### src/rtl/cyc_pkg.sv
package cyc_pkg;
  localparam int unsigned ADDR_W_D     = 8;
  localparam int unsigned DATA_W_D     = 16;
  localparam int unsigned CNT_W_D      = 8;
  localparam logic [7:0]  LIMIT_ADDR_D = 8'h2C;
  localparam logic [7:0]  COUNT_BASE_D = 8'hA0;

  typedef enum logic [1:0] {
    SEL_NONE  = 2'd0,
    SEL_LIMIT = 2'd1,
    SEL_COUNT = 2'd2
  } sel_e;
endpackage

### src/rtl/cyc_addr_decode.sv
module cyc_addr_decode
  import cyc_pkg::*;
#(
  parameter int unsigned ADDR_W     = ADDR_W_D,
  parameter logic [ADDR_W-1:0] LIMIT_ADDR = ADDR_W'(LIMIT_ADDR_D),
  parameter logic [ADDR_W-1:0] COUNT_BASE = ADDR_W'(COUNT_BASE_D),
  parameter int unsigned MIRRORS    = 4
) (
  input  logic [ADDR_W-1:0] addr,
  output sel_e              sel
);
  // Each mirror is one 16-bit word, i.e. two byte addresses.
  localparam int unsigned WIN_LSB = $clog2(MIRRORS * 2);

  logic hit_count;
  logic hit_limit;

  assign hit_count = (addr[ADDR_W-1:WIN_LSB] == COUNT_BASE[ADDR_W-1:WIN_LSB]);
  assign hit_limit = (addr == LIMIT_ADDR);

  always_comb begin
    if (hit_count)      sel = SEL_COUNT;
    else if (hit_limit) sel = SEL_LIMIT;
    else                sel = SEL_NONE;
  end
endmodule

### src/rtl/cyc_limit_reg.sv
module cyc_limit_reg
  import cyc_pkg::*;
#(
  parameter int unsigned DATA_W = DATA_W_D
) (
  input  logic              clk,
  input  logic              rst,
  input  logic              wr_en,
  input  sel_e              sel,
  input  logic [DATA_W-1:0] wr_data,
  output logic [DATA_W-1:0] lim_q,
  output logic              armed
);
  logic load;
  assign load = wr_en && (sel == SEL_LIMIT);

  always_ff @(posedge clk) begin
    if (rst) begin
      lim_q <= '0;
      armed <= 1'b0;
    end else if (load) begin
      lim_q <= wr_data;
      armed <= 1'b1;
    end
  end


  lim_load_chk: assert property (@(posedge clk) disable iff (rst)
    load |=> (lim_q == $past(wr_data)) && armed);


  lim_hold_chk: assert property (@(posedge clk) disable iff (rst)
    !load |=> $stable(lim_q) && $stable(armed));
endmodule

### src/rtl/cyc_mod_counter.sv
module cyc_mod_counter #(
  parameter int unsigned CNT_W = cyc_pkg::CNT_W_D
) (
  input  logic             clk,
  input  logic             rst,
  input  logic             armed,
  input  logic [CNT_W-1:0] lim_lo,
  output logic [CNT_W-1:0] cnt_q
);
  logic at_top;
  assign at_top = (cnt_q >= lim_lo);

  always_ff @(posedge clk) begin
    if (rst)         cnt_q <= '0;
    else if (armed)  cnt_q <= at_top ? '0 : cnt_q + 1'b1;
  end


  cnt_step_chk: assert property (@(posedge clk) disable iff (rst)
    (armed && (cnt_q < lim_lo)) |=> cnt_q == $past(cnt_q) + 1'b1);


  cnt_wrap_chk: assert property (@(posedge clk) disable iff (rst)
    (armed && (cnt_q >= lim_lo)) |=> cnt_q == '0);


  cnt_idle_chk: assert property (@(posedge clk) disable iff (rst)
    !armed |-> cnt_q == '0);
endmodule

### src/rtl/cyc_read_mux.sv
module cyc_read_mux
  import cyc_pkg::*;
#(
  parameter int unsigned DATA_W = DATA_W_D,
  parameter int unsigned CNT_W  = CNT_W_D
) (
  input  logic              clk,
  input  logic              rst,
  input  sel_e              sel,
  input  logic              armed,
  input  logic [CNT_W-1:0]  cnt_q,
  input  logic [DATA_W-1:0] lim_q,
  output logic [DATA_W-1:0] rd_data
);
  localparam int unsigned PAD_W = DATA_W - CNT_W;

  logic [DATA_W-1:0] cnt_ext;
  logic [DATA_W-1:0] rd_next;

  assign cnt_ext = armed ? {{PAD_W{1'b0}}, cnt_q} : '0;

  always_comb begin
    unique case (sel)
      SEL_COUNT: rd_next = cnt_ext;
      SEL_LIMIT: rd_next = lim_q;
      default:   rd_next = '0;
    endcase
  end

  always_ff @(posedge clk) begin
    if (rst) rd_data <= '0;
    else     rd_data <= rd_next;
  end


  mirror_rd_chk: assert property (@(posedge clk) disable iff (rst)
    (sel == SEL_COUNT) |=> (rd_data[DATA_W-1:CNT_W] == '0) &&
                           (rd_data[CNT_W-1:0] == ($past(armed) ? $past(cnt_q) : '0)));


  unmapped_rd_chk: assert property (@(posedge clk) disable iff (rst)
    (sel == SEL_NONE) |=> rd_data == '0);
endmodule

### src/rtl/cyc_modcount_top.sv
module cyc_modcount_top
  import cyc_pkg::*;
#(
  parameter int unsigned ADDR_W  = ADDR_W_D,
  parameter int unsigned DATA_W  = DATA_W_D,
  parameter int unsigned CNT_W   = CNT_W_D,
  parameter int unsigned MIRRORS = 4,
  parameter logic [ADDR_W-1:0] LIMIT_ADDR = ADDR_W'(LIMIT_ADDR_D),
  parameter logic [ADDR_W-1:0] COUNT_BASE = ADDR_W'(COUNT_BASE_D)
) (
  input  logic              clk,
  input  logic              rst,
  input  logic [ADDR_W-1:0] addr,
  input  logic              wr_en,
  input  logic [DATA_W-1:0] wr_data,
  output logic [DATA_W-1:0] rd_data
);
  sel_e              sel;
  logic [DATA_W-1:0] lim_q;
  logic              armed;
  logic [CNT_W-1:0]  cnt_q;

  cyc_addr_decode #(
    .ADDR_W(ADDR_W), .LIMIT_ADDR(LIMIT_ADDR),
    .COUNT_BASE(COUNT_BASE), .MIRRORS(MIRRORS)
  ) u_dec (
    .addr(addr), .sel(sel)
  );

  cyc_limit_reg #(.DATA_W(DATA_W)) u_lim (
    .clk(clk), .rst(rst), .wr_en(wr_en), .sel(sel),
    .wr_data(wr_data), .lim_q(lim_q), .armed(armed)
  );

  cyc_mod_counter #(.CNT_W(CNT_W)) u_cnt (
    .clk(clk), .rst(rst), .armed(armed),
    .lim_lo(lim_q[CNT_W-1:0]), .cnt_q(cnt_q)
  );

  cyc_read_mux #(.DATA_W(DATA_W), .CNT_W(CNT_W)) u_rd (
    .clk(clk), .rst(rst), .sel(sel), .armed(armed),
    .cnt_q(cnt_q), .lim_q(lim_q), .rd_data(rd_data)
  );


  rst_clear_chk: assert property (@(posedge clk)
    rst |=> (rd_data == '0) && (cnt_q == '0) && (lim_q == '0) && !armed);
endmodule

### config.mk
export PLATFORM = sky130hd
export DESIGN_NAME = cyc_modcount_top
export DESIGN_NICKNAME = d
export VERILOG_FILES = /design/src/rtl/cyc_pkg.sv /design/src/rtl/cyc_addr_decode.sv /design/src/rtl/cyc_limit_reg.sv /design/src/rtl/cyc_mod_counter.sv /design/src/rtl/cyc_read_mux.sv /design/src/rtl/cyc_modcount_top.sv
export SDC_FILE = /design/constraint.sdc
export NUM_CORES = 1
export LEC_CHECK = 0
export BUFFER_PORTS_ARGS = -buffer_cell sky130_fd_sc_hd__buf_2
export CAP_MARGIN = 25
export CORE_UTILIZATION = 35
export DETAILED_ROUTE_END_ITERATION = 16
export GPL_TIMING_DRIVEN = 0
export MAX_ROUTING_LAYER = met4
export RECOVER_POWER = 100
export SETUP_SLACK_MARGIN = 0.2
export SYNTH_ARGS = -nofsm -noshare
export SYNTH_HDL_FRONTEND = slang
export SYNTH_HIERARCHICAL = 1
export SYNTH_SLANG_ARGS = --single-unit
### constraint.sdc
create_clock -name clk -period 4.6 [get_ports clk]
set_input_delay 0.23 -clock clk [delete_from_list [all_inputs] [get_ports clk]]
set_output_delay 0.23 -clock clk [all_outputs]
set_load 0.03 [all_outputs]
==> results.toml <==
[worst_setup_path]
crit_path_end_kind = "flop"
crit_chain = "inv_1 > ha_1 > nand2b_1 > a2111oi_0 > o211ai_4 > nor2_1"
crit_type = "reg2reg"
cp.arrival_ns = 2.37
critPathSlowestCell = "a2111oi_0"
required_ns = 4.82
startpoint_type = "flop"
r2r_start = "u_cnt/cnt_q[0]"
startpoint = "u_cnt/cnt_q[0]"
max_stage_delay_ns = 0.79
worstPathMaxFanout = 8

[synthesis]
synth_warnings = 6
synthAdderAreaFrac = 0.0712
synth_mux_area_frac = 0.0880
synth_compound_area_frac = 0.0887
yosysTopAreaCellShare = 0.425
syn_nets = 228
yosysSeqAreaShare = 0.425
synth_xor_area_frac = 0.0317
ys_types = 35
yosysMostFrequentCell = "dfxtp_1"
synth_edf_count = 0
syn_inst = 190
synthSimpleGateAreaFrac = 0.231
yosys-top-cells-area = "dfxtp_1 (42%), nand2b_1 (10%), mux2i_1 (8.8%), ha_1 (7.1%), nor2_1 (3.7%)"
synth_area_per_cell_um2 = 10.2
synth-seq-cells = 41
synth_area_leader_cell = "dfxtp_1"
async_reset_ff_frac = 0
ys_top_cells_by_count = "dfxtp_1 (41), nand2b_1 (32), nor2_1 (19), mux2i_1 (17), ha_1 (11)"
synth_top_family_by_area = "simple AND/OR/NAND/NOR gates"
netlist_area_mm2 = 0.00193
synth_ff_type = "dfxtp_1"

[grt]
grt_max_degree = 13
grt_pass1_vias = 1256
overflow = 0
grt.total_usage = 0.133
grt_pass1_wl_um = 5970
antenna_found_initial = 0

[final_layout]
final.fill_count = 550
drive_gt1_frac = 0.172
regArea_um2 = 821
nets = 277
antennaDiodeCount = 0
multi_input_area_um2 = 953
syn_to_final_growth_pct = 16.2
stdcell_area_mm2 = 0.00225

[power]
p_sw_frac = 0.196
switching_power_mw = 0.129
combPwrFrac = 0.044
leakagePower_nw = 0.806
power_density_mw_per_mm2 = 293
clkPwrFrac = 0.417
p_int_mw = 0.529
ir_drop_mv = 0.122
p_seq_frac = 0.540

[drt]
routed_wl_um = 3590
route.met3.wl_um = 157
maxUsedRoutingLayer = "met4"
met2WireLength_um = 1610
ant_nets = 0
drt-vias-per-instance = 4.54
drt_iter0_drc = 54
dr.pass1.iters = 4
drc = 0
m1WireLength_um = 1780
via_count = 1402
wl_per_cell_um = 11.6

[sta]
fin_ws_ns = 2.45
fin_crit_sh = 0.468
fin_crit_ns = 2.15
worst_pin_slew_ns = 0.857
fmax_ghz = 0.465
skew_ns = 0.00757
tns_ns = 0
timing.hold.ws_ns = 0.192
rsz0062_at_grt = "no"
drv_slew = 0
hold_viol_final = 0
relSlewSlack = 0.414
finalSetupViolCount = 0

[floorplan]
initial_core_util = 0.371
core_mm2 = 0.00520
die_w_um = 76.3
ios = 43
fp-row-count = 26
die_h_um = 76.3
dieArea_mm2 = 0.00582

[cts]
insertion_delay_ns = 0.29
root_buffer = "clkbuf_8"
cts_max_level = 2
clk_pin_slew_worst_paths_ns = 0.08
cts_sinks = 41
numCtsBuffers = 5
clockBufferDepth = 2
cts-resized-gates = 0
cts_tree = "done"
cts_setup_buffers = 0
holdBufCountCts = 0

[placement]
hpwl_um = 2670
dpl-instance-area_mm2 = 0.00223
portBuffers = 42
place_ws_ns = 2.86
finalWeightedCongestion = 0.759

[worst_hold_path]
hp-class = "in2reg"
holdCritStartpoint = "wr_data[13]"

[run_status]
status = "finished, final reports clean"

[run]
drv_cap = 0
-- cell usage in the layout, fill, tap and decap left out --
master / count
xor2_1: 3
and2_0: 4
xnor2_1: 4
and3_2: 1
or2_1: 1
and3b_1: 1
and4bb_2: 1
ha_1: 11
clkbuf_8: 5
buf_6: 1
o211ai_4: 1
clkbuf_1: 24
a41o_2: 1
inv_1: 10
clkinv_2: 1
nand2_1: 5
buf_1: 1
and4b_1: 1
buf_4: 1
nor4_1: 1
a21o_2: 1
buf_2: 26
a32oi_1: 8
nor2_1: 19
mux2i_1: 17
bufinv_16: 1
nor2b_1: 1
nand4_1: 2
o21a_1: 1
a2111oi_0: 1
o21ba_2: 1
a31oi_1: 1
nand2b_1: 33
nor3_1: 1
dfxtp_1: 41
nand3_1: 2
and2_1: 4
o2111ai_1: 1
-- layer usage --
metal / vias to the layer above / track usage
met5: - / -
met4: 0 / 0.0519
met3: 5 / 0.0275
met2: 33 / 0.190
met1: 630 / 0.182
li1: 734 / -
-- registers in the layout, indices dropped and copies added (netlist names) --
register	cells
u_lim/armed	1
u_lim/lim_q	16
u_rd/rd_data	16
u_cnt/cnt_q	8
-- cells by family (layout without fill, tap and decap cells) --
logic type / after synthesis / after routing
flip-flops: 41 / 41
adder cells (fa/ha/maj): 11 / 11
XOR/XNOR: 7 / 7
AND/OR/NAND/NOR: 77 / 77
multiplexers: 17 / 17
AO/OA/AOI/OAI: 16 / 16
buffers and inverters: 21 / 70
-- area by class of cell --
class / instances / area share
multi-input combinational: 128 / 0.425
sequential: 41 / 0.365
timing repair buffer: 42 / 0.0847
tap: 70 / 0.0390
clock buffer: 5 / 0.0306
buffer: 11 / 0.0234
inverter: 10 / 0.0167
clock inverter: 2 / 0.0156
-- per-stage QoR --
step	util	cells	power, mW
floorplan	-	190	0.377
global placement	0.429	302	0.393
detailed placement	0.429	302	0.393
CTS	0.449	309	0.667
global route	0.431	309	0.688
finish	0.431	309	0.658
-- power by group through the flow --
| stage | combinational (mW) | sequential (mW) | clock, mW |
|---|---|---|---|
| CTS | 0.0300 | 0.355 | 0.282 |
| detailed placement | 0.0299 | 0.363 | 0 |
| global placement | 0.0297 | 0.363 | 0 |
| floorplan | 0.0142 | 0.363 | 0 |
| finish | 0.0286 | 0.355 | 0.274 |
| global route | 0.0320 | 0.355 | 0.301 |
-- final timing paths --
kind / to / slack [ns] / depth (start not counted)
setup / recovery: u_cnt/cnt_q[5] / 2.45 / 6
hold reg to reg: u_rd/rd_data[8] / 0.46 / 1
setup reg to reg: u_cnt/cnt_q[5] / 2.45 / 6
hold / removal: u_lim/lim_q[13] / 0.19 / 3
-- critical path: cells and delay by family, from the launching register on --
family | cells | cell delay [ns]
adders and majority gates | 1 | 0.28
buffers and inverters | 1 | 0.07
AOI/OAI and AO/OA | 2 | 1.01
and+or+nand+nor | 2 | 0.28
DFF | 1 | 0.44
(Power assumes the default switching activity.)
